$ cat src/rtl/rqg_pkg.sv
package rqg_pkg;

   typedef enum logic [2:0] {
      RQG_IDLE  = 3'd0,
      RQG_PEND  = 3'd1,
      RQG_GRANT = 3'd2,
      RQG_HELD  = 3'd3,
      RQG_RECOV = 3'd4
   } rqg_state_e;

   typedef struct packed {
      logic active;
      logic t4;
      logic early;
      logic odd_low;
      logic inta_first;
      logic locked;
   } rqg_cyc_t;

endpackage

$ cat src/rtl/rqg_pulse_detect.sv
module rqg_pulse_detect #(
   parameter int NUM_LINES = 2
) (
   input  logic                 clk,
   input  logic                 rst_n,
   input  logic [NUM_LINES-1:0] line_n,
   output logic [NUM_LINES-1:0] fall
);

   genvar gi;
   generate
      for (gi = 0; gi < NUM_LINES; gi++) begin : g_line
         logic prev_q;
         always_ff @(posedge clk) begin
            if (!rst_n) prev_q <= 1'b1;
            else        prev_q <= line_n[gi];
         end
         assign fall[gi] = prev_q & ~line_n[gi];
      end
   endgenerate

endmodule

$ cat src/rtl/rqg_prio_pick.sv
module rqg_prio_pick #(
   parameter int NUM_LINES = 2,
   parameter int IDX_W     = 1
) (
   input  logic [NUM_LINES-1:0] req,
   output logic                 vld,
   output logic [IDX_W-1:0]     idx
);

   generate
      if (NUM_LINES == 1) begin : g_single
         assign vld = req[0];
         assign idx = '0;
      end else begin : g_multi
         always_comb begin
            idx = '0;
            for (int i = NUM_LINES - 1; i >= 0; i--) begin
               if (req[i]) idx = IDX_W'(i);
            end
         end
         assign vld = |req;
      end
   endgenerate

endmodule

$ cat src/rtl/rqg_release_gate.sv
module rqg_release_gate
   import rqg_pkg::*;
(
   input  rqg_cyc_t cyc,
   input  logic     early_ok,
   output logic     rel_ok
);

   logic blockers;

   always_comb begin
      blockers = cyc.odd_low | cyc.inta_first | cyc.locked;
      if (!cyc.active) rel_ok = 1'b1;
      else             rel_ok = cyc.t4 & early_ok & ~blockers;
   end

endmodule

$ cat src/rtl/rqg_handshake.sv
module rqg_handshake
   import rqg_pkg::*;
#(
   parameter int NUM_LINES    = 2,
   parameter int RECOVER_CLKS = 1
) (
   input  logic                 clk,
   input  logic                 rst_n,
   input  logic [NUM_LINES-1:0] rg_line_n,
   output logic [NUM_LINES-1:0] rg_pull_lo,
   input  logic                 cyc_active,
   input  logic                 cyc_t4,
   input  logic                 cyc_early,
   input  logic                 cyc_odd_low,
   input  logic                 cyc_inta_first,
   input  logic                 cyc_locked,
   output logic                 host_busy
);

   localparam int IDX_W = (NUM_LINES > 1) ? $clog2(NUM_LINES) : 1;
   localparam int RCV_W = $clog2(RECOVER_CLKS + 1);

   generate
      if (NUM_LINES < 1 || NUM_LINES > 2) begin : g_bad_lines
         $error("rqg_handshake: NUM_LINES must be 1 or 2");
      end
      if (RECOVER_CLKS < 1) begin : g_bad_recov
         $error("rqg_handshake: RECOVER_CLKS must be at least 1");
      end
   endgenerate

   rqg_state_e           state_q, state_d;
   logic [IDX_W-1:0]     owner_q, owner_d;
   logic                 early_q, early_d;
   logic [RCV_W-1:0]     rcv_q, rcv_d;
   logic [NUM_LINES-1:0] pull_q, pull_d;
   logic                 busy_q;

   logic [NUM_LINES-1:0] fall_w;
   logic                 pick_vld;
   logic [IDX_W-1:0]     pick_idx;
   logic                 early_eff;
   logic                 rel_ok;
   logic                 owner_low;
   rqg_cyc_t             cyc;

   assign cyc = '{active:     cyc_active,
                  t4:         cyc_t4,
                  early:      cyc_early,
                  odd_low:    cyc_odd_low,
                  inta_first: cyc_inta_first,
                  locked:     cyc_locked};

   rqg_pulse_detect #(.NUM_LINES(NUM_LINES)) u_detect (
      .clk    (clk),
      .rst_n  (rst_n),
      .line_n (rg_line_n),
      .fall   (fall_w)
   );

   rqg_prio_pick #(.NUM_LINES(NUM_LINES), .IDX_W(IDX_W)) u_pick (
      .req (fall_w),
      .vld (pick_vld),
      .idx (pick_idx)
   );

   // a fresh request counts as early when seen outside a cycle or in T1/T2
   assign early_eff = (state_q == RQG_PEND) ? early_q : (~cyc_active | cyc_early);

   rqg_release_gate u_gate (
      .cyc      (cyc),
      .early_ok (early_eff),
      .rel_ok   (rel_ok)
   );

   assign owner_low = ~rg_line_n[owner_q];

   always_comb begin
      state_d = state_q;
      owner_d = owner_q;
      early_d = early_q;
      rcv_d   = rcv_q;
      unique case (state_q)
         RQG_IDLE: begin
            if (pick_vld) begin
               owner_d = pick_idx;
               early_d = ~cyc_active | cyc_early | cyc_t4;
               state_d = rel_ok ? RQG_GRANT : RQG_PEND;
            end
         end
         RQG_PEND: begin
            if (rel_ok)                  state_d = RQG_GRANT;
            else if (cyc_active & cyc_t4) early_d = 1'b1;
         end
         RQG_GRANT: state_d = RQG_HELD;
         RQG_HELD: begin
            if (owner_low) begin
               state_d = RQG_RECOV;
               rcv_d   = '0;
            end
         end
         RQG_RECOV: begin
            if (rcv_q == RCV_W'(RECOVER_CLKS - 1)) state_d = RQG_IDLE;
            else                                   rcv_d   = rcv_q + 1'b1;
         end
         default: state_d = RQG_IDLE;
      endcase
   end

   always_comb begin
      pull_d = '0;
      if (state_d == RQG_GRANT) pull_d[owner_d] = 1'b1;
   end

   always_ff @(posedge clk) begin
      if (!rst_n) begin
         state_q <= RQG_IDLE;
         owner_q <= '0;
         early_q <= 1'b0;
         rcv_q   <= '0;
         pull_q  <= '0;
         busy_q  <= 1'b0;
      end else begin
         state_q <= state_d;
         owner_q <= owner_d;
         early_q <= early_d;
         rcv_q   <= rcv_d;
         pull_q  <= pull_d;
         busy_q  <= (state_d == RQG_GRANT) || (state_d == RQG_HELD);
      end
   end

   assign rg_pull_lo = pull_q;
   assign host_busy  = busy_q;

endmodule

$ cat config.mk
export PLATFORM = sky130hd
export DESIGN_NAME = rqg_handshake
export DESIGN_NICKNAME = d
export VERILOG_FILES = /design/src/rtl/rqg_pkg.sv /design/src/rtl/rqg_pulse_detect.sv /design/src/rtl/rqg_prio_pick.sv /design/src/rtl/rqg_release_gate.sv /design/src/rtl/rqg_handshake.sv
export SDC_FILE = /design/constraint.sdc
export NUM_CORES = 1
export LEC_CHECK = 0
export ABC_AREA = 1
export BUFFER_PORTS_ARGS = -buffer_cell sky130_fd_sc_hd__buf_2
export CAP_MARGIN = 40
export CELL_PAD_IN_SITES_DETAIL_PLACEMENT = 0
export CELL_PAD_IN_SITES_GLOBAL_PLACEMENT = 1
export CORE_MARGIN = 1
export CORE_UTILIZATION = 32
export CTS_CLUSTER_SIZE = 8
export DETAILED_ROUTE_END_ITERATION = 6
export PLACE_DENSITY = 0.67
export SLEW_MARGIN = 40
export SYNTH_ARGS = -nofsm -noshare
export SYNTH_HDL_FRONTEND = slang
export SYNTH_SLANG_ARGS = --single-unit
$ cat constraint.sdc
create_clock -name clk -period 1.44 [get_ports clk]
set_clock_uncertainty 0.1 [all_clocks]
set_input_delay 0.216 -clock clk [delete_from_list [all_inputs] [get_ports clk]]
set_output_delay 0.216 -clock clk [all_outputs]
set_load 0.05 [all_outputs]
# [After elaboration in Yosys (flattened, before gate mapping)]
# Index checks and enable logic that the tools add are counted.
[totals] regBits=11 input_bits=10 output_inout_bits=3 wordCells=67
[op_classes] n_addsub=1 magnitude_cmp=3 n_eq_ne=10 mux=23 bitwise=13 n_reduce_logical=9
[ops] cell="one-hot mux 3 bit (5 select lines)" n=1
[ops] cell="2-to-1 mux 1 bit" n=14
[ops] cell="equality test 3 x 2 -> 1 bit, second input constant" n=4
[ops] cell="2-to-1 mux 3 bit" n=4
[ops] cell="inequality test 2 bit, second input constant" n=3
[ops] cell="bitwise AND 1 bit" n=5
[ops] cell="< comparator 1 x 2 -> 1 bit, second input constant" n=2
[ops] cell="inverter 1 bit" n=4
[ops] cell="OR 1 bit" n=4
[ops] cell="one-hot mux 1 bit (2 select lines)" n=2
[ops] cell="AND reduction 2 bit" n=2
[ops] cell="AND reduction 4 bit" n=1
[ops] cell="nonzero test 2 bit" n=2
[ops] cell="equality test 3 x 1 -> 1 bit, second input constant" n=1
[ops] cell="equality test 3 bit, second input constant" n=1
[ops] cell="logical NOT 3 bit" n=1
[ops] cell="2-to-1 mux 2 bit" n=1
[ops] cell="inequality test 2 x 1 -> 1 bit, second input constant" n=1
[ops] cell="OR reduction 2 bit" n=1
[ops] cell="adder 1 bit, second input constant" n=1
[ops] cell="demux 1 bit (select 1 bit)" n=1
[ops] cell=">= comparator 1 bit, second input constant" n=1
[ops] cell="logical AND 1 bit" n=1
[ops] cell="logical OR 1 bit" n=1

# [Depth between registers and ports, before layout]
[logic_depth] word_depth=11 ltp_mapped=9 mapped_depth_nobuf=9

# [Modules after synthesis]
# A second synthesis with hierarchy kept.
[unflattened] cells_unflattened=76 hier_area_um2=501.7
[by_module_without_submodules] module="rqg_handshake" instances=1 cells_per_inst=56 area_per_inst_um2=392.9 seq_area_each_um2=160.2
[by_module_without_submodules] module="rqg_pulse_detect" instances=1 cells_per_inst=10 area_per_inst_um2=70.1 seq_area_each_um2=40.0
[by_module_without_submodules] module="rqg_release_gate" instances=1 cells_per_inst=6 area_per_inst_um2=23.8 seq_area_each_um2=0.0
[by_module_without_submodules] module="rqg_prio_pick" instances=1 cells_per_inst=4 area_per_inst_um2=15.0 seq_area_each_um2=0.0

# [Least setup slack after synthesis]
# OpenSTA, ideal clock, no wires.
[synth_path] kind="flip-flop to flip-flop" startpoint="register state_q[2]" endpoint="register early_q" t_arrival_ps=918 path_slack_ps=307 stages_incl_launch_ff=9 path_buffers=0 period_less_slack_ps=1133 path_cell_list="dfxtp_1 -> inv_2 -> nand3_2 -> nand2_1 -> nand3_2 -> nand2_2 -> nand2_2 -> a21oi_1 -> nor2_1"
[synth_via] elab_chain_len=7
[synth_lines] element="start, declared" line_no="rqg_handshake.sv:32" text="rqg_state_e state_q, state_d;"
[synth_lines] element="start signal, assigned" line_no="rqg_handshake.sv:124" text="state_q <= state_d;"
[synth_lines] element="equality test 3 x 1 -> 1 bit" line_no="rqg_handshake.sv:68, rqg_handshake.sv:83"
[synth_lines] element="2-to-1 mux 1 bit" line_no="rqg_handshake.sv:68" text="assign early_eff = (state_q == RQG_PEND) ? early_q : (~cyc_active | cyc_early);"
[synth_lines] element="bitwise AND 1 bit (2 in series)" line_no="rqg_release_gate.sv:14" text="else rel_ok = cyc.t4 & early_ok & ~blockers;"
[synth_lines] element="2-to-1 mux 1 bit" line_no="rqg_release_gate.sv:13" text="if (!cyc.active) rel_ok = 1'b1;"
[synth_lines] element="inequality test 2 bit (no line)"
[synth_lines] element="AND reduction 4 bit (no line)"
[synth_lines] element="end signal, assigned" line_no="rqg_handshake.sv:126" text="early_q <= early_d;"
[synth_lines] element="end, declared" line_no="rqg_handshake.sv:34" text="logic early_q, early_d;"
# Parallel ways exist; a longest one is shown, timed or not.
# A chain may end at the register's enable or synchronous reset.

# [Final worst setup path]
# Same ends and word-level chain as after synthesis.

==> qor.csv <==
metric,value,unit
die_h,39.6,µm
drt_iter0_drc,15,
ant_nets,0,
yosysSeqAreaShare,44.3,%
setup_viol,0,
grt_max_degree,6,
crit_chain,"inv_2, nand3_2, nand2_1, nand3_2, nand2_2, nand2_2, a21oi_1, nor2_1",
synth_area_per_cell,7.17,µm²
cts_max_path_buffers,2,
cts_max_level,1,
die_area,0.00157,mm²
final_nets,90,
clock_power_share,27.2,%
fin_crit,1.26,ns
netlist_instances,63,
grt_antenna_before_repair,0,
place_area,531,µm²
first_pass_iters,2,
syn_area,452,µm²
setup.worst_path.class,register to register,
r2r_cells,8,
cts_made_buffers,3,
routed-via-count,429,
drt_drc_violations_left,0,
cts_root_buf,clkbuf_4,
hpwl,732,µm
path_clk_slew,0.06,ns
max_freq,795,MHz
pin_count,13,
maxCapViolCount,0,
layout_common_cells,"buf_2, inv_1, nand2_1",
worst-path-max-fanout,4,
hold_viol_final,0,
holdPathStages,3,
rsz0062_at_grt,no,
pwr-share-comb,25.0,%
grt_pass1_vias,375,
netSwitchingFraction,31.7,%
seqCellArea,200,µm²
gp_congestion,0.776,
grt-ovfl-total,0,
track_usage,15.1,%
ir_drop,483,µV
mostFrequentLayoutCell,buf_2,
p_switching,210,µW
vias_per_cell,4.61,
end_kind,register,
required,1.49,ns
n_antenna_cell,0,
postCtsResizedCells,0,
start_util,34.7,%
design_power_total,664,µW
outcome,"finished, final reports clean",
ys_ff_latch,10,
yosys-top-cells-area,"dfxtp_1, inv_1, nand2_1",
fill_cells,152,
slew_headroom,82.0,%
p_seq_share,47.8,%
slew_viol_final,0,
intPower,454,µW
post_cts_buffers,0,
grt_pass1_wl,1550,µm
hp-class,primary input to register,
fin_area,553,µm²
tns,0,ns
p_leak,0.295,nW
layout-area-overhead-vs-synth,22.4,%
wire_per_inst,9.90,µm
wirelength,921,µm
yosys_warnings,0,
final_cells,93,
yosysUniqueCellTypes,14,
die_x,39.6,µm
power_density,1200,mW/mm²
cp_slowest_cell,dfxtp_1,
multi_input_area,203,µm²
portBuffers,12,
fin_crit_sh,87.3,%
hold_buffers,0,
place_inst,90,
insertion_delay,0.25,ns
core.rowCount,13,
crit_arrival,1.31,ns
synth_fp_nets,73,
tightest_slew,0.270,ns
cts_tree,built,
core,0.00130,mm²
slowest_delay,0.32,ns
synth_top_area_share,44.3,%
clock-sinks,10,
startpoint_type,register,
synth_top_area_cell,dfxtp_1,
drive_gt1_share,30.8,%
[sequential cells by signal, indices dropped and copies added, names as in the netlist]
name,cells
state_q,3
rg_pull_lo,2
u_detect.g_line.prev_q,2
early_q,1
host_busy,1
owner_q,1
[metal layers]
| metal | GRT usage [%] | part of all wire [%] | vias to the layer above |
|---|---|---|---|
| met5 | 0 | 0 | - |
| met2 | 24.2 | 46 | 6 |
| met3 | 6.82 | 4.1 | 0 |
| met1 | 18.7 | 50 | 191 |
| met4 | 2.59 | 0 | 0 |
| li1 | - | - | 232 |
[synth_stat cells]
library cell,count
inv_1,11
o21ai_0,1
nor4_1,1
nand2_1,11
nand2_2,2
nor2_1,9
nand4_1,1
a21oi_1,5
dfxtp_1,10
nor2_2,1
inv_2,2
nand3_1,4
o22ai_1,1
nand3_2,4
[cells by family after synthesis]
group / Yosys count / share of synthesized area [%]
compound gates: 7 / 8.03
buf+inv: 13 / 10.8
flops: 10 / 44.3
simple gates: 33 / 36.8
[final timing paths]
path / to / startpoint / slack, ns
max reg2reg: early_q$_SDFFE_PN0P_ / state_q[2]$_SDFF_PN0_ / 0.18
max: early_q$_SDFFE_PN0P_ / state_q[2]$_SDFF_PN0_ / 0.18
min reg2reg: state_q[2]$_SDFF_PN0_ / state_q[2]$_SDFF_PN0_ / 0.34
min: u_detect.g_line[0].prev_q$_SDFF_PN1_ / rg_line_n[0] / 0.06
[power groups by stage]
stage / clock network [mW] / logic [mW] / registers (mW)
2_1_floorplan: 0 / 0.0965 / 0.349
3_3_place_gp: 0 / 0.166 / 0.322
3_5_place_dp: 0 / 0.166 / 0.323
4_1_cts: 0.188 / 0.166 / 0.317
5_1_grt: 0.197 / 0.187 / 0.320
6_report: 0.181 / 0.166 / 0.317
[layout make-up]
type	count	area share, %
inverter	13	8.82
sequential	10	36.2
tap	15	3.39
timing repair buffer	12	10.9
multi-input combinational	40	36.7
clock buffer	3	4.07
[through the flow]
| step | hold slack (ns) | util (%) | setup WS (ns) |
|---|---|---|---|
| 2_1_floorplan | 0.185 | - | 0.307 |
| 3_3_place_gp | 0.320 | 40.8 | 0.173 |
| 3_5_place_dp | 0.324 | 40.8 | 0.199 |
| 4_1_cts | 0.0586 | 42.5 | 0.188 |
| 5_1_grt | 0.0631 | 42.5 | 0.0903 |
| 6_report | 0.0601 | 42.5 | 0.183 |
[worst max-delay path: cells and delay by family (launching register included)]
kind,cells,cell delay (ns)
AND/OR/NAND/NOR,6,0.53
flip-flops,1,0.32
AO/OA/AOI/OAI,1,0.12
buffers and inverters,1,0.10
Note: power is estimated with default switching activity, not from simulation.
